### src/rtl/creg_pkg.sv
`timescale 1ns/1ps
package creg_pkg;
    localparam int DW     = 16;
    localparam int IW     = 7;
    localparam int RDY_W  = 4;
    localparam int ID_W   = 2;
    localparam int NSLOT  = 15;
    localparam int PD_W   = 7;

    typedef logic [DW-1:0] word_t;
    typedef logic [IW-1:0] idx_t;

    typedef enum logic [0:0] {ST_IDLE, ST_RESP} rd_state_e;

    localparam idx_t IX_SOFTRST = 7'h00;
    localparam idx_t IX_PWR     = 7'h26;
    localparam idx_t IX_EXTID   = 7'h28;
    localparam word_t CAPS_WORD = 16'h0D50;

    // slot numbers
    localparam int SL_MASTER = 0,  SL_MONO = 1,  SL_BEEP = 2,  SL_PHONE = 3;
    localparam int SL_MIC    = 4,  SL_LINE = 5,  SL_CD   = 6,  SL_PCM   = 7;
    localparam int SL_RSEL   = 8,  SL_RGAIN = 9, SL_GP   = 10, SL_PWR   = 11;
    localparam int SL_XCTL   = 12, SL_DRATE = 13, SL_ARATE = 14;

    function automatic idx_t slot_idx(input int s);
        case (s)
            SL_MASTER: return 7'h02;
            SL_MONO:   return 7'h06;
            SL_BEEP:   return 7'h0A;
            SL_PHONE:  return 7'h0C;
            SL_MIC:    return 7'h0E;
            SL_LINE:   return 7'h10;
            SL_CD:     return 7'h12;
            SL_PCM:    return 7'h18;
            SL_RSEL:   return 7'h1A;
            SL_RGAIN:  return 7'h1C;
            SL_GP:     return 7'h20;
            SL_PWR:    return 7'h26;
            SL_XCTL:   return 7'h2A;
            SL_DRATE:  return 7'h2C;
            default:   return 7'h32;
        endcase
    endfunction

    function automatic word_t slot_dflt(input int s);
        case (s)
            SL_MASTER, SL_PHONE, SL_MIC:  return 16'h8008;
            SL_MONO, SL_RGAIN:            return 16'h8000;
            SL_LINE, SL_CD, SL_PCM:       return 16'h8808;
            SL_DRATE, SL_ARATE:           return 16'hBB80;
            default:                      return 16'h0000;
        endcase
    endfunction

    function automatic word_t slot_mask(input int s);
        case (s)
            SL_MASTER, SL_LINE, SL_CD, SL_PCM: return 16'h9F1F;
            SL_MONO, SL_PHONE:                 return 16'h801F;
            SL_BEEP:                           return 16'h801E;
            SL_MIC:                            return 16'h805F;
            SL_RSEL:                           return 16'h0707;
            SL_RGAIN:                          return 16'h8F0F;
            SL_GP:                             return 16'hA380;
            SL_PWR:                            return 16'h7F00;
            SL_XCTL:                           return 16'h0001;
            default:                           return 16'hFFFF;
        endcase
    endfunction
endpackage

### src/rtl/creg_decode.sv
`timescale 1ns/1ps
module creg_decode
    import creg_pkg::*;
(
    input  logic             wr_en,
    input  idx_t             idx,
    output logic [NSLOT-1:0] wr_hit,
    output logic             soft_clr
);
    for (genvar g = 0; g < NSLOT; g++) begin : g_hit
        assign wr_hit[g] = wr_en && (idx == slot_idx(g));
    end
    assign soft_clr = wr_en && (idx == IX_SOFTRST);
endmodule

### src/rtl/creg_store.sv
`timescale 1ns/1ps
module creg_store
    import creg_pkg::*;
(
    input  logic                      clk,
    input  logic                      rst_n,
    input  logic                      soft_clr,
    input  logic [NSLOT-1:0]          wr_hit,
    input  word_t                     wdata,
    output logic [NSLOT-1:0][DW-1:0]  slots
);
    for (genvar g = 0; g < NSLOT; g++) begin : g_slot
        localparam word_t DFLT = slot_dflt(g);
        localparam word_t MASK = slot_mask(g);
        word_t q;
        always_ff @(posedge clk or negedge rst_n) begin
            if (!rst_n)
                q <= DFLT;
            else if (soft_clr)
                q <= DFLT;
            else if (wr_hit[g])
                q <= wdata & MASK;
        end
        assign slots[g] = q;
    end
endmodule

### src/rtl/creg_rdmux.sv
`timescale 1ns/1ps
module creg_rdmux
    import creg_pkg::*;
(
    input  idx_t                      idx,
    input  logic [NSLOT-1:0][DW-1:0]  slots,
    input  logic [ID_W-1:0]           id_pins,
    input  logic [RDY_W-1:0]          ready_in,
    output word_t                     rd_word
);
    always_comb begin
        rd_word = '0;
        for (int s = 0; s < NSLOT; s++) begin
            if (idx == slot_idx(s))
                rd_word = slots[s];
        end
        if (idx == IX_PWR)
            rd_word = rd_word | {{(DW-RDY_W){1'b0}}, ready_in};
        if (idx == IX_SOFTRST)
            rd_word = CAPS_WORD;
        if (idx == IX_EXTID)
            rd_word = {id_pins, {(DW-ID_W-1){1'b0}}, 1'b1};
    end
endmodule

### src/rtl/codec_ctrl_regs.sv
`timescale 1ns/1ps
module codec_ctrl_regs
    import creg_pkg::*;
(
    input  logic        clk,
    input  logic        rst_n,
    input  logic        wr_en,
    input  logic        rd_en,
    input  logic [6:0]  idx,
    input  logic [15:0] wdata,
    input  logic [1:0]  id_pins,
    input  logic [3:0]  ready_in,
    output logic [15:0] rd_data,
    output logic        rd_valid,
    output logic [15:0] vol_master,
    output logic [15:0] vol_mono,
    output logic [15:0] vol_beep,
    output logic [15:0] vol_phone,
    output logic [15:0] vol_mic,
    output logic [15:0] vol_line,
    output logic [15:0] vol_cd,
    output logic [15:0] vol_pcm,
    output logic [15:0] rec_gain,
    output logic [2:0]  rec_sel_l,
    output logic [2:0]  rec_sel_r,
    output logic        pcm_post_enh,
    output logic        enh_en,
    output logic        mono_src_mic,
    output logic        mic_src_2,
    output logic        adc_dac_loop,
    output logic        vra_en,
    output logic [15:0] dac_rate,
    output logic [15:0] adc_rate,
    output logic [6:0]  pwrdn
);
    logic [NSLOT-1:0]         wr_hit;
    logic                     soft_clr;
    logic [NSLOT-1:0][DW-1:0] slots;
    word_t                    rd_word;
    rd_state_e                state_q, state_d;
    word_t                    rd_q;

    creg_decode u_dec (
        .wr_en    (wr_en),
        .idx      (idx),
        .wr_hit   (wr_hit),
        .soft_clr (soft_clr)
    );

    creg_store u_store (
        .clk      (clk),
        .rst_n    (rst_n),
        .soft_clr (soft_clr),
        .wr_hit   (wr_hit),
        .wdata    (wdata),
        .slots    (slots)
    );

    creg_rdmux u_mux (
        .idx      (idx),
        .slots    (slots),
        .id_pins  (id_pins),
        .ready_in (ready_in),
        .rd_word  (rd_word)
    );

    // state register
    always_ff @(posedge clk or negedge rst_n) begin
        if (!rst_n) begin
            state_q <= ST_IDLE;
            rd_q    <= '0;
        end else begin
            state_q <= state_d;
            if (rd_en)
                rd_q <= rd_word;
        end
    end

    // next state: issue / chain / retire / wait
    always_comb begin
        state_d = state_q;
        unique case (state_q)
            ST_IDLE: state_d = rd_en ? ST_RESP : ST_IDLE;
            ST_RESP: state_d = rd_en ? ST_RESP : ST_IDLE;
            default: state_d = ST_IDLE;
        endcase
    end

    // outputs
    always_comb begin
        rd_valid     = (state_q == ST_RESP);
        rd_data      = rd_q;
        vol_master   = slots[SL_MASTER];
        vol_mono     = slots[SL_MONO];
        vol_beep     = slots[SL_BEEP];
        vol_phone    = slots[SL_PHONE];
        vol_mic      = slots[SL_MIC];
        vol_line     = slots[SL_LINE];
        vol_cd       = slots[SL_CD];
        vol_pcm      = slots[SL_PCM];
        rec_gain     = slots[SL_RGAIN];
        rec_sel_l    = slots[SL_RSEL][10:8];
        rec_sel_r    = slots[SL_RSEL][2:0];
        pcm_post_enh = slots[SL_GP][15];
        enh_en       = slots[SL_GP][13];
        mono_src_mic = slots[SL_GP][9];
        mic_src_2    = slots[SL_GP][8];
        adc_dac_loop = slots[SL_GP][7];
        vra_en       = slots[SL_XCTL][0];
        dac_rate     = slots[SL_DRATE];
        adc_rate     = slots[SL_ARATE];
        pwrdn        = slots[SL_PWR][8 +: PD_W];
    end
endmodule

### config.mk
export PLATFORM = sky130hd
export DESIGN_NAME = codec_ctrl_regs
export DESIGN_NICKNAME = d
export VERILOG_FILES = /design/src/rtl/creg_pkg.sv /design/src/rtl/creg_decode.sv /design/src/rtl/creg_store.sv /design/src/rtl/creg_rdmux.sv /design/src/rtl/codec_ctrl_regs.sv
export SDC_FILE = /design/constraint.sdc
export NUM_CORES = 1
export LEC_CHECK = 0
export BUFFER_PORTS_ARGS = -buffer_cell sky130_fd_sc_hd__buf_2
export CAP_MARGIN = 20
export CORE_ASPECT_RATIO = 1.25
export CORE_MARGIN = 5
export CORE_UTILIZATION = 33
export CTS_BUF_LIST = sky130_fd_sc_hd__clkbuf_2
export DETAILED_ROUTE_END_ITERATION = 16
export PLACE_DENSITY_LB_ADDON = 0.05
export SLEW_MARGIN = 10
export SYNTH_ARGS = -nofsm -noshare
export SYNTH_HDL_FRONTEND = slang
export SYNTH_SLANG_ARGS = --single-unit
### constraint.sdc
create_clock -name clk -period 3.9 [get_ports clk]
set_clock_uncertainty 0.05 [all_clocks]
set_input_delay 0 -clock clk [delete_from_list [all_inputs] [get_ports clk]]
set_output_delay 0 -clock clk [all_outputs]
set_load 0.01 [all_outputs]
==> impl_metrics.csv <==
group,metric,value,unit
floorplan,fp.dieW,144.9,um
power,clkPwrFrac,27.7,%
power,swShare,33.60,%
route,drt_iter0_drc,571,
power,power.leakage,0.004390,uW
logic_synthesis,synth-compound-area-share,25.22,%
global_routing,grt_overflow,0,
placement,hpwl,24000,um
timing,tightest_slew,1.023,ns
route,dr_total_vias,7079,
logic_synthesis,muxShareOfSynthArea,0.9673,%
critical_path,critPathLaunch,"idx[1]",
timing,rsz0062_at_grt,"false",
global_routing,grt_max_degree,71,
global_routing,grt_pass1_vias,7065,
layout,nNetsFinal,1024,
critical_path,reg2reg_to,"rd_data[11]",
logic_synthesis,synth_xor_area_share,0.3502,%
power,p_per_area,409.9,nW/um^2
power,pwr-share-comb,20.9,%
route,dr.pass1.iters,5,
logic_synthesis,synth-adder-area-share,0,%
clocking,htree_levels,4,
logic_synthesis,synth_area,7502,sq um
power,seqPwrFrac,51.4,%
critical_path,r2r_slack,1.74,ns
route,wl_per_cell,25.16,um
critical_path,r2r_cells,5,
route,drc,0,
layout,n_fill_cell,2324,
critical_path,reg2reg_from,"u_store.g_slot[6].q[11]",
logic_synthesis,synth_edf_count,0,
layout,multiInputGateArea,3306,sq um
flow_run,maxCapViolCount,0,
global_routing,grt_pass1_wl,47090,um
layout,fin_area,9135,sq um
floorplan,ios,245,
timing,totalNegativeSetupSlack,0,ns
timing,finalCriticalPeriod,2.784,ns
timing,slew_headroom,31.16,%
logic_synthesis,postSynthAreaPerCell,9.557,sq um
logic_synthesis,synth-simple-area-share,14.18,%
placement,placedInstanceArea,8423,sq um
placement,gp_congestion,0.9335,
layout,drive_above_1_share,27.49,%
clocking,cts_buffer_depth,2,
floorplan,fp.dieH,178.6,um
timing,hold_viol,0,
floorplan,dieArea,25870,sq um
critical_path,required,4.54,ns
critical_path,setup.worst_path.end,"u_store.g_slot[13].q[7]",
timing,slew_violations,0,
timing,setup_violations,0,
clocking,cts_tree,"built",
route,ant_nets,0,
critical_path,crit_path_start_kind,"primary input",
clocking,cts_root_buf,"clkbuf_2",
logic_synthesis,synth_seq_cells,145,
critical_path,cp.arrival,3.42,ns
power,ir_worst_vdd,158.5,uV
floorplan,rows,61,
power,power,3745,uW
layout,syn2layout_area_growth,21.76,%
clocking,worstSkewPairLatency,0.73,ns
layout,seq_area,3667,sq um
clocking,numClockSinks,145,
min_path,hold_start,"wdata[4]",
placement,io_buffers,177,
logic_synthesis,synth_warnings,0,
floorplan,start_util,33.55,%
layout,post-route-util,40.85,%
logic_synthesis,netlist_instances,785,
global_routing,grt_use_total,25.02,%
logic_synthesis,ys_seq_area_share,48.88,%
global_routing,grt_antenna_before_repair,1,
route,drt-total-wl,32400,um
logic_synthesis,synthArstFlopShare,100.0,%
logic_synthesis,synth_cell_type_count,68,
critical_path,worstSetupPathType,"primary input to flip-flop",
logic_synthesis,synth_top_family_by_area,"compound AO/OA/AOI/OAI gates",
critical_path,crit_path_max_fanout,20,
floorplan,coreArea,22360,sq um
critical_path,endpoint_kind,"flip-flop",
timing,fmax,359.1,MHz
timing,fin_crit_sh,71.39,%
clocking,path_clk_slew,0.24,ns
power,p_int,2487,uW
clocking,cts_buffers,17,
logic_synthesis,synthFlopType,"dfrtp_1",
power,power_switching,1258,uW
min_path,hold_path.class,"primary input to flip-flop",
route,via_per_inst,5.496,
outcome,status,"complete, no violations",
kinds of logic after synthesis:
group / after synthesis
compound gates: 277
simple gates: 221
flops: 145
buf+inv: 131
mux: 7
xor+xnor: 3
other cells: 1
repair_timing:
action,in CTS,in global routing
gates resized for setup,0,0
hold buffers,41,0
hold endpoints to repair,269,0
setup buffers,0,0
critical path, cell delays in order:
cell and delay, ns:
dlygate4sd3_1 0.53, buf_2 0.26, or4_1 0.82, nor2_2 0.68
o21a_1 0.41, o22a_1 0.17, dlygate4sd3_1 0.54
how the worst min path moves through the flow:
stage	endpoint	slack [ns]	depth (start not counted)
after floorplan	rd_data[0]	-0.35	0
after global placement	u_store.g_slot[0].q[2]	0.03	1
after detailed placement	u_store.g_slot[0].q[2]	0.03	1
after CTS	u_store.g_slot[5].q[15]	0.006	3
after global routing	u_store.g_slot[6].q[11]	0.03	4
final	u_store.g_slot[4].q[4]	0.09	3
power groups by stage:
| stage | logic, uW | registers (uW) | clock network (uW) |
|---|---|---|---|
| after floorplan | 355 | 1970 | 0 |
| after global placement | 739 | 1960 | 0 |
| after detailed placement | 746 | 1960 | 0 |
| after CTS | 787 | 1930 | 1070 |
| after global routing | 860 | 1950 | 1130 |
| final | 783 | 1930 | 1040 |
placed cells by master, fill, tap and decap left out, drive strengths merged, types with 5 or more instances in the layout:
cell / instances
a211oi: 6
a21oi: 41
a221oi: 8
a22o: 54
a22oi: 8
a31oi: 6
buf: 195
clkbuf: 20
conb: 67
dfrtp: 114
dfstp: 31
dlygate4sd3: 40
inv: 20
mux2i: 5
nand2: 96
nand2b: 6
nand3: 6
nand3b: 5
nor2: 59
nor2b: 6
nor3: 10
o21a: 5
o21ai: 89
o221ai: 6
o22a: 18
o22ai: 7
synth_stat cells (3+ instances only):
| master | count | area (sq um) |
|---|---|---|
| o2bb2ai_1 | 3 | 26.28 |
| o21ai_2 | 4 | 35.03 |
| o21ai_1 | 3 | 15.01 |
| or4b_1 | 3 | 30.03 |
| and2_1 | 3 | 18.77 |
| dfstp_2 | 31 | 814.5 |
| nor2b_1 | 6 | 37.54 |
| a2bb2oi_1 | 3 | 26.28 |
| nor2_1 | 56 | 210.2 |
| o21ai_0 | 82 | 410.4 |
| o21a_1 | 5 | 37.54 |
| a221oi_1 | 8 | 70.07 |
| nand3b_1 | 5 | 37.54 |
| o22a_1 | 18 | 157.7 |
| a21oi_1 | 41 | 205.2 |
| a22o_1 | 54 | 473.0 |
| or3_1 | 4 | 25.02 |
| o22ai_1 | 7 | 43.79 |
| nor4_1 | 3 | 18.77 |
| nor3_1 | 9 | 45.04 |
| buf_2 | 12 | 60.06 |
| buf_4 | 72 | 540.5 |
| o211ai_1 | 4 | 30.03 |
| nand3_1 | 6 | 30.03 |
| xor2_1 | 3 | 26.28 |
| buf_1 | 8 | 30.03 |
| or2_2 | 4 | 25.02 |
| inv_1 | 17 | 63.81 |
| mux2i_1 | 5 | 50.05 |
| a222oi_1 | 3 | 30.03 |
| nand2b_1 | 6 | 37.54 |
| a31oi_1 | 6 | 37.54 |
| o221ai_1 | 6 | 52.55 |
| a211oi_1 | 6 | 45.04 |
| a22oi_1 | 8 | 60.06 |
| nand2_1 | 96 | 360.4 |
| clkbuf_1 | 22 | 82.58 |
| dfrtp_1 | 114 | 2853 |
cell type report:
type	instances	share of cell area (%)
well taps	283	3.876
diodes	1	0.02739
repair buffers	235	15.98
clock buffers	20	1.096
multi-input cells	575	36.19
flip-flops and latches	145	40.15
clock inverters	12	1.986
inverters	17	0.6985
sequential cells by signal, summed over array words and instances (netlist names):
name	count
u_store.g_slot.q	128
rd_data	16
rd_valid	1
metal layers:
metal | global-route usage, % | part of all wire [%] | up-vias | wire length, um
li1 | - | - | 3147 | -
met1 | 33.57 | 41 | 3512 | 13330
met2 | 39.85 | 48 | 363 | 15470
met3 | 4.907 | 7.5 | 57 | 2415
met4 | 9.409 | 3.7 | 0 | 1190
met5 | 0 | 0 | - | 0
metrics by stage:
stage	cells	hold WS (ns)	setup slack (ns)
2_1_floorplan	851	-0.3456	2.192
3_3_place_gp	1214	0.02902	1.119
3_5_place_dp	1214	0.03058	1.088
4_1_cts	1287	0.006427	1.186
5_1_grt	1288	0.02673	1.099
6_report	1288	0.08944	1.116
Note: power is estimated with default switching activity, not from simulation.
